--- src/rtl/frac_mac_pkg.sv ---
`timescale 1ns/1ps
package frac_mac_pkg;
  typedef enum logic [2:0] {
    OP_MUL32     = 3'd0,
    OP_MAC       = 3'd1,
    OP_MSU       = 3'd2,
    OP_MAC_RND   = 3'd3,
    OP_MSU_RND   = 3'd4,
    OP_MUL16     = 3'd5,
    OP_MUL16_RND = 3'd6,
    OP_RND       = 3'd7
  } op_e;
endpackage

--- src/rtl/frac_mul.sv ---
`timescale 1ns/1ps
module frac_mul #(
  parameter int DW = 16
) (
  input  logic [DW-1:0]   a_i,
  input  logic [DW-1:0]   b_i,
  output logic [2*DW-1:0] raw_o,
  output logic [2*DW-1:0] dbl_o,
  output logic            clamp_o
);
  localparam int PW = 2 * DW;
  localparam logic [PW-1:0] CORNER = {2'b01, {(PW-2){1'b0}}};
  localparam logic [PW-1:0] PMAX   = {1'b0, {(PW-1){1'b1}}};

  logic signed [PW-1:0] raw;
  assign raw     = $signed(a_i) * $signed(b_i);
  assign raw_o   = raw;
  // only min*min can overflow the doubling
  assign clamp_o = (raw == CORNER);
  assign dbl_o   = clamp_o ? PMAX : {raw[PW-2:0], 1'b0};
endmodule

--- src/rtl/sat_addsub.sv ---
`timescale 1ns/1ps
module sat_addsub #(
  parameter int W = 32
) (
  input  logic [W-1:0] x_i,
  input  logic [W-1:0] y_i,
  input  logic         sub_i,
  output logic [W-1:0] sum_o,
  output logic         clamp_o
);
  localparam logic [W-1:0] SMAX = {1'b0, {(W-1){1'b1}}};
  localparam logic [W-1:0] SMIN = {1'b1, {(W-1){1'b0}}};

  logic [W-1:0] sum;
  logic         sgn_rel;

  assign sum     = sub_i ? (x_i - y_i) : (x_i + y_i);
  assign sgn_rel = sub_i ? (x_i[W-1] ^ y_i[W-1]) : ~(x_i[W-1] ^ y_i[W-1]);
  assign clamp_o = sgn_rel & (sum[W-1] ^ x_i[W-1]);
  assign sum_o   = clamp_o ? (x_i[W-1] ? SMIN : SMAX) : sum;
endmodule

--- src/rtl/sat_narrow.sv ---
`timescale 1ns/1ps
module sat_narrow #(
  parameter int IW = 32,
  parameter int OW = 16
) (
  input  logic [IW-1:0] in_i,
  output logic [OW-1:0] out_o,
  output logic          clamp_o
);
  logic [IW-OW:0] top;
  assign top     = in_i[IW-1:OW-1];
  assign clamp_o = ~(&top) & (|top);
  assign out_o   = clamp_o ? (in_i[IW-1] ? {1'b1, {(OW-1){1'b0}}} : {1'b0, {(OW-1){1'b1}}})
                           : in_i[OW-1:0];
endmodule

--- src/rtl/frac_mac_unit.sv ---
`timescale 1ns/1ps
module frac_mac_unit
  import frac_mac_pkg::*;
#(
  parameter int DW = 16
) (
  input  logic              clk_i,
  input  logic              rst_ni,
  input  logic              in_valid_i,
  input  logic [2:0]        op_i,
  input  logic [DW-1:0]     a_i,
  input  logic [DW-1:0]     b_i,
  input  logic [2*DW-1:0]   acc_i,
  input  logic              clr_ovf_i,
  output logic              out_valid_o,
  output logic [2*DW-1:0]   result_o,
  output logic              ovf_o
);
  localparam int AW = 2 * DW;
  localparam logic [AW-1:0] RND_HALF = AW'(1) << (DW - 1);
  localparam logic [AW-1:0] MUL_HALF = AW'(1) << (DW - 2);

  op_e op;
  assign op = op_e'(op_i);

  logic [AW-1:0] raw, dbl, acc_sum, rnd_in, rnd_sum, sh_in, sh;
  logic [DW-1:0] n16;
  logic          p_clamp, a_clamp, r_clamp, n_clamp, acc_sub;

  frac_mul #(.DW(DW)) i_mul (
    .a_i(a_i), .b_i(b_i), .raw_o(raw), .dbl_o(dbl), .clamp_o(p_clamp)
  );

  assign acc_sub = (op == OP_MSU) || (op == OP_MSU_RND);

  sat_addsub #(.W(AW)) i_acc (
    .x_i(acc_i), .y_i(dbl), .sub_i(acc_sub), .sum_o(acc_sum), .clamp_o(a_clamp)
  );

  assign rnd_in = (op == OP_RND) ? acc_i : acc_sum;

  sat_addsub #(.W(AW)) i_rnd (
    .x_i(rnd_in), .y_i(RND_HALF), .sub_i(1'b0), .sum_o(rnd_sum), .clamp_o(r_clamp)
  );

  assign sh_in = (op == OP_MUL16_RND) ? raw + MUL_HALF : raw;
  assign sh    = AW'($signed(sh_in) >>> (DW - 1));

  sat_narrow #(.IW(AW), .OW(DW)) i_nar (
    .in_i(sh), .out_o(n16), .clamp_o(n_clamp)
  );

  logic [AW-1:0] res_d;
  logic          sat_d;

  always_comb begin
    unique case (op)
      OP_MUL32: begin
        res_d = dbl;
        sat_d = p_clamp;
      end
      OP_MAC, OP_MSU: begin
        res_d = acc_sum;
        sat_d = p_clamp | a_clamp;
      end
      OP_MAC_RND, OP_MSU_RND: begin
        res_d = {{DW{rnd_sum[AW-1]}}, rnd_sum[AW-1:DW]};
        sat_d = p_clamp | a_clamp | r_clamp;
      end
      OP_MUL16, OP_MUL16_RND: begin
        res_d = {{DW{n16[DW-1]}}, n16};
        sat_d = n_clamp;
      end
      default: begin
        res_d = {{DW{rnd_sum[AW-1]}}, rnd_sum[AW-1:DW]};
        sat_d = r_clamp;
      end
    endcase
  end

  always_ff @(posedge clk_i or negedge rst_ni) begin
    if (!rst_ni) begin
      out_valid_o <= 1'b0;
      result_o    <= '0;
      ovf_o       <= 1'b0;
    end else begin
      out_valid_o <= in_valid_i;
      if (in_valid_i) result_o <= res_d;
      // a clamp in the same cycle beats a clear
      if (in_valid_i && sat_d) ovf_o <= 1'b1;
      else if (clr_ovf_i)      ovf_o <= 1'b0;
    end
  end

  p_latency_r8: assert property (@(posedge clk_i) disable iff (!rst_ni)
    in_valid_i |=> out_valid_o);
  p_no_spurious_r8: assert property (@(posedge clk_i) disable iff (!rst_ni)
    !in_valid_i |=> !out_valid_o);
  p_sticky_r9: assert property (@(posedge clk_i) disable iff (!rst_ni)
    ovf_o && !clr_ovf_i |=> ovf_o);
  p_clear_r9: assert property (@(posedge clk_i) disable iff (!rst_ni)
    clr_ovf_i && !in_valid_i |=> !ovf_o);
  p_sext_r11: assert property (@(posedge clk_i) disable iff (!rst_ni)
    in_valid_i && op_i >= 3'd3 |=> (result_o[AW-1:DW-1] == '0) || (&result_o[AW-1:DW-1]));
  p_corner_r1: assert property (@(posedge clk_i) disable iff (!rst_ni)
    in_valid_i && op_i == 3'd0 && a_i == {1'b1, {(DW-1){1'b0}}} && b_i == {1'b1, {(DW-1){1'b0}}}
    |=> result_o == {1'b0, {(AW-1){1'b1}}} && ovf_o);
endmodule

--- config.mk ---
export PLATFORM = sky130hd
export DESIGN_NAME = frac_mac_unit
export DESIGN_NICKNAME = d
export VERILOG_FILES = /design/src/rtl/frac_mac_pkg.sv /design/src/rtl/frac_mul.sv /design/src/rtl/sat_addsub.sv /design/src/rtl/sat_narrow.sv /design/src/rtl/frac_mac_unit.sv
export SDC_FILE = /design/constraint.sdc
export NUM_CORES = 1
export LEC_CHECK = 0
export BUFFER_PORTS_ARGS = -buffer_cell sky130_fd_sc_hd__buf_4
export CAP_MARGIN = 20
export CORE_MARGIN = 3
export CORE_UTILIZATION = 50
export CTS_CLUSTER_DIAMETER = 150
export DETAILED_ROUTE_END_ITERATION = 16
export PLACE_DENSITY = 0.72
export SLEW_MARGIN = 40
export SYNTH_ARGS = -nofsm -noshare
export SYNTH_HDL_FRONTEND = slang
export SYNTH_SLANG_ARGS = --single-unit
--- constraint.sdc ---
create_clock -name clk_i -period 1.2 [get_ports clk_i]
set_clock_uncertainty 0.2 [all_clocks]
set_input_delay 0.12 -clock clk_i [delete_from_list [all_inputs] [get_ports clk_i]]
set_output_delay 0.12 -clock clk_i [all_outputs]
set_load 0.02 [all_outputs]
### Yosys cells after proc, flatten, opt, wreduce, memory -nomap -nowiden

Cells that the tools add are included.
W data, S select, Z words.

* bitwise logic cells: 11
* muxes and demuxes: 15
* equal/unequal tests: 8
* reduce and logical (&&, ||, !) cells: 9
* multiply operators: 1
* add/sub/neg operators: 4

Operators with widths (count)
* $mux W32: 8
* $pmux W32 S3: 1
* $add A32 B15 Y32 const B: 1
* $add A32 B16 Y32 const B: 1
* $add A32 B32 Y32: 1
* $eq A32 B31 Y1 const B: 1
* $mul A16 B16 Y32: 1
* $mux W16: 2
* $sub A32 B32 Y32: 1
* $eq A3 B3 Y1 const B: 4
* $reduce_or A2 Y1: 4
* $eq A3 B2 Y1 const B: 2
* $pmux W1 S4: 1
* $and A1 B1 Y1: 3
* $eq A3 B1 Y1 const B: 1
* $logic_not A3 Y1: 1
* $mux W1: 3
* $not A1 Y1: 3
* $xor A1 B1 Y1: 3
* $or A1 B1 Y1: 2
* $reduce_and A2 Y1: 1
* $reduce_bool A2 Y1: 1
* $logic_and A1 B1 Y1: 1
* $logic_or A1 B1 Y1: 1

* input bits: 71
* flip-flop bits (word level): 34
* logic and storage cells: 51

### Depth between registers and ports, before layout

* word-level depth: 16
* gate-level depth with buffers: 58

### Hierarchy

Synthesis repeated with hierarchy kept, for this count alone.

* cell total of the unflattened synthesis: 2384
* area, all modules: 19114.6 µm²

By module, submodules not included
* frac_mul: instances 1, sequential area each 0.0 µm², cells each 1256, area an instance 10779.1 µm²
* sat_addsub: instances 2, sequential area each 0.0 µm², cells each 392, area an instance 2633.8 µm²
* frac_mac_unit: instances 1, sequential area each 850.8 µm², cells each 294, area an instance 2772.7 µm²
* sat_narrow: instances 1, sequential area each 0.0 µm², cells each 50, area an instance 295.3 µm²

### Least setup slack after synthesis

Ideal clock, no wire load.

* kind: input to register
* start: input port a_i[15]
* end: register result_o[25]
* setup time: 0.148 ns
* required time: 0.852 ns
* path slack: -12.276 ns
* cell stages on the path: 49
* buffers on the path: 6
* arrival: 13.128 ns
* cells stage by stage: clkbuf_1 > nand2_1 > inv_1 > fa_1 > fa_1 > fa_1 > fa_1 > fa_1 > inv_1 > fa_1 > inv_1 > ha_1 > clkbuf_1 > nand4_1 > nor3_1 > nor2_1 > a211oi_1 > a21oi_1 > [... 13 more ...] > or3_1 > o21ai_0 > a22oi_1 > ha_1 > nand2_1 > or4_1 > o31a_1 > clkbuf_1 > nand2_1 > a211oi_1 > or4_1 > o211a_1 > o31ai_1 > nand3_1 > nor3_2 > a211o_1 > buf_4 > a41oi_1

* word-level cells in the longest chain between the ends: 14

Ends and longest elaborated chain
* start: declaration: line frac_mac_unit.sv:11 `input logic [DW-1:0] a_i,`
* $mul A16 B16 Y32 *: line frac_mul.sv:16 `assign raw = $signed(a_i) * $signed(b_i);`
* $eq A32 B31 Y1: line frac_mul.sv:19 `assign clamp_o = (raw == CORNER);`
* $mux W32: line frac_mul.sv:20 `assign dbl_o = clamp_o ? PMAX : {raw[PW-2:0], 1'b0};`
* $add A32 B32 Y32 (tied with other cells): line sat_addsub.sv:17 `assign sum = sub_i ? (x_i - y_i) : (x_i + y_i);`
* $mux W32 / $not A1 Y1 (equally long branches): line sat_addsub.sv:17, sat_addsub.sv:18
* $xor A1 B1 Y1 / $mux W1 (equally long branches): line sat_addsub.sv:19, sat_addsub.sv:18
* $and A1 B1 Y1: line sat_addsub.sv:19 `assign clamp_o = sgn_rel & (sum[W-1] ^ x_i[W-1]);`
* $mux W32: line sat_addsub.sv:20 `assign sum_o = clamp_o ? (x_i[W-1] ? SMIN : SMAX) : sum;`
* $mux W32: line frac_mac_unit.sv:40 `assign rnd_in = (op == OP_RND) ? acc_i : acc_sum;`
* $add A32 B16 Y32: line sat_addsub.sv:17
* $xor A1 B1 Y1: line sat_addsub.sv:19
* $and A1 B1 Y1: line sat_addsub.sv:19
* $mux W32: line sat_addsub.sv:20
* $pmux W32 S3 *: line frac_mac_unit.sv:57 `unique case (op)`
* end signal: assignment: line frac_mac_unit.sv:88 `if (in_valid_i) result_o <= res_d;`
* end: declaration: line frac_mac_unit.sv:16 `output logic [2*DW-1:0] result_o,`

Every way passes the cells marked *; elsewhere a longest branch is shown, timed or not.
A chain may end at the register's enable or synchronous reset.

### Final worst setup path

* start: input port b_i[3]
* end: register result_o[0]

* word-level cells in the longest chain between the ends: 14

Ends and longest elaborated chain
* start: declaration: line frac_mac_unit.sv:12 `input logic [DW-1:0] b_i,`
* $mul A16 B16 Y32 *: line frac_mul.sv:16
* $eq A32 B31 Y1: line frac_mul.sv:19
* $mux W32: line frac_mul.sv:20
* $add A32 B32 Y32 (tied with other cells): line sat_addsub.sv:17
* $mux W32 / $not A1 Y1 (equally long branches): line sat_addsub.sv:17, sat_addsub.sv:18
* $xor A1 B1 Y1 / $mux W1 (equally long branches): line sat_addsub.sv:19, sat_addsub.sv:18
* $and A1 B1 Y1: line sat_addsub.sv:19
* $mux W32: line sat_addsub.sv:20
* $mux W32: line frac_mac_unit.sv:40
* $add A32 B16 Y32: line sat_addsub.sv:17
* $xor A1 B1 Y1: line sat_addsub.sv:19
* $and A1 B1 Y1: line sat_addsub.sv:19
* $mux W32: line sat_addsub.sv:20
* $pmux W32 S3 *: line frac_mac_unit.sv:57

Marks and branches as above.

==> metrics.txt <==
outcome finished, violations left; failing checks setup timing; Die Area 35100 um^2; Hold Path Class in2reg; syn_nets 2487; Synth Cell Area 16400 um^2; Global Route Usage Sum 31.9%; # DRC 0; Yosys warnings 0; Design Area, Final between 20000 and 25000 um^2; Synth Area per Inst just over 8 um^2; Placed Cells 2972; Final nets 3044; post-route antenna net violation count 0; io pins around 110; vias in the first global route 18170; CTS tree yes; clk buf depth 2; Peak Freq 0.0817 GHz; Hold Path Cell Cnt 3; Total Wirelength 56500 um; root buffer cell clkbuf_16; chip width 187 um; crit end category flip-flop; EDFF count, synth 0; # port buffers 104; max-cap violation count 0; Fin. Hold Viols 0; Area Overhead vs Synth 38.8%; initial antenna violation count 1; area occupied by multi-input gates between 15000 and 20000 um^2; post-synth top area share 32.0%; main area contributors after synthesis fa_1, ha_1, inv_1, dfrtp_1, and2_1; diode count 0; R2R depth 2; Final period util 1020%; register area 851 um^2; Core Rows 65; count leader, synth inv_1; worst-margin pin slew 0.602 ns; Final Critical Period 12.24 ns; Seq cells post-synth 34; die height 187 um; max-slew violations 0; core area 32000 um^2; WP data arrival 12.21 ns; CP startpoint kind input pin; # clock sinks 34; GRT Residual Overflow 0; biggest area consumer among synthesized cells fa_1; # H-tree levels 2; WS Path Type in2reg; Critical Path Slowest Stage Cell fa_2; ratio of cells with drive above 1 in the final layout 32.5%; dpl cell area 21400 um^2; fillers 2510; RD Place Congestion roughly 0.95; Via density between 5 and 6; Crit path largest cell delay 0.63 ns; Main synth FF type dfrtp_1; unrepaired setup endpoints after global routing yes; post-synthesis cell type count 93; CP max FO 11; relative slew slack 59.6%; FFs w/ async S/R, synth 100%; Post-Synthesis Cells approximately 2000; worst skew pair latency 0.28 ns; DR WL/cell around 19 um; final core utilization between 70% and 80%; DP HPWL 46900 um; CTS Buf Count 5; Crit path required time 1.18 ns; largest net degree at the start of global routing 37; first-pass GRT wire length 91600 um; Initial DRC Count 1399; slack of the critical path -11.04 ns; Worst-path clk slew about 0.06 ns; Final Setup Violations 33; most instantiated cells after synthesis inv_1, fa_1, nand2_1; via total after detailed routing 17168; final instance count without filler cells 3027; Initial Util 51.4%; sequential area share after synthesis 5.18%; 1st-pass router iterations 7
==> layout by cell type, fill, tap and decap left out, drive strengths merged, types with 7 or more instances in the layout <==
| master | n |
|---|---|
| clkbuf | 7 |
| nand2 | 212 |
| nor2 | 148 |
| or2 | 11 |
| nand3 | 24 |
| a22oi | 9 |
| ha | 119 |
| buf | 640 |
| a41oi | 11 |
| o21a | 15 |
| xnor2 | 68 |
| nor4 | 17 |
| a211oi | 22 |
| o21ai | 98 |
| dfrtp | 34 |
| a31oi | 16 |
| nor3 | 30 |
| nor2b | 10 |
| xor2 | 33 |
| o2111ai | 12 |
| and2 | 135 |
| or4 | 11 |
| a21oi | 125 |
| nand2b | 14 |
| o21bai | 9 |
| a21o | 26 |
| fa | 263 |
| o31ai | 13 |
| or3 | 15 |
| o211ai | 18 |
| nand4 | 17 |
| o22ai | 17 |
| inv | 295 |
==> worst paths after layout <==
path / from / end / slack, ns
max: b_i[3] / result_o[0] / -11.04
min: in_valid_i / ovf_o / 0.09
max reg2reg: result_o[13] / result_o[13] / 0.07
min reg2reg: result_o[24] / result_o[24] / 0.32
max in group asynchronous: rst_ni / result_o[29] / 0.34
min in group asynchronous: rst_ni / result_o[1] / 0.13
==> worst max-delay path, delay by kind of cell <==
| kind | cells | cell delay (ns) |
|---|---|---|
| AOI/OAI and AO/OA | 11 | 2.50 |
| buffers and inverters | 6 | 0.63 |
| adders and majority gates | 10 | 4.11 |
| and+or+nand+nor | 20 | 4.80 |
==> through the flow <==
step	hold slack, ns	setup TNS [ns]	setup WS, ns
after floorplan	-0.376	-360.76	-11.03
after global placement	-0.115	-368.76	-11.35
after detailed placement	-0.0994	-375.78	-11.56
after CTS	0.0467	-357.12	-10.85
after global routing	0.0586	-374.62	-11.40
final	0.0854	-361.57	-11.04
==> cell families after synthesis <==
group	synth area share, %
xor gates and xnor gates	5.63
muxes	0.449
AOI/OAI and AO/OA	18.3
and+or+nand+nor	20.2
DFF	5.18
buffers and inverters	9.09
adders and majority gates	41.2
==> per-layer routing <==
metal  GRT usage (%)  wire length [um]
met3            4.78              4070
met4            9.42              1620
met5               0                 0
met1            43.1             23700
met2            53.4             27200
==> registers in the layout, summed over array words and instances (netlist names) <==
register / flops
out_valid_o: 1
ovf_o: 1
result_o: 32
==> area by class of cell <==
cell class              instances  share of cell area [%]
clock inverters                 3                   0.302
well taps                     435                    2.39
multi-input cells            1610                    66.1
clock buffers                   5                   0.549
repair buffers                644                    22.1
inverters                     296                    4.87
flip-flops and latches         34                    3.73
==> what timing repair did <==
action	CTS	global route
endpoints found under the hold margin	35	0
resized for setup	98	70
buffers inserted	28	18
hold buffers	2	0
gates cloned	1	2
pin swaps	27	39
setup endpoints to repair	33	33
Power is not shown: default switching activity piles up to over one toggle a cycle in this logic, so the estimate is an artifact.
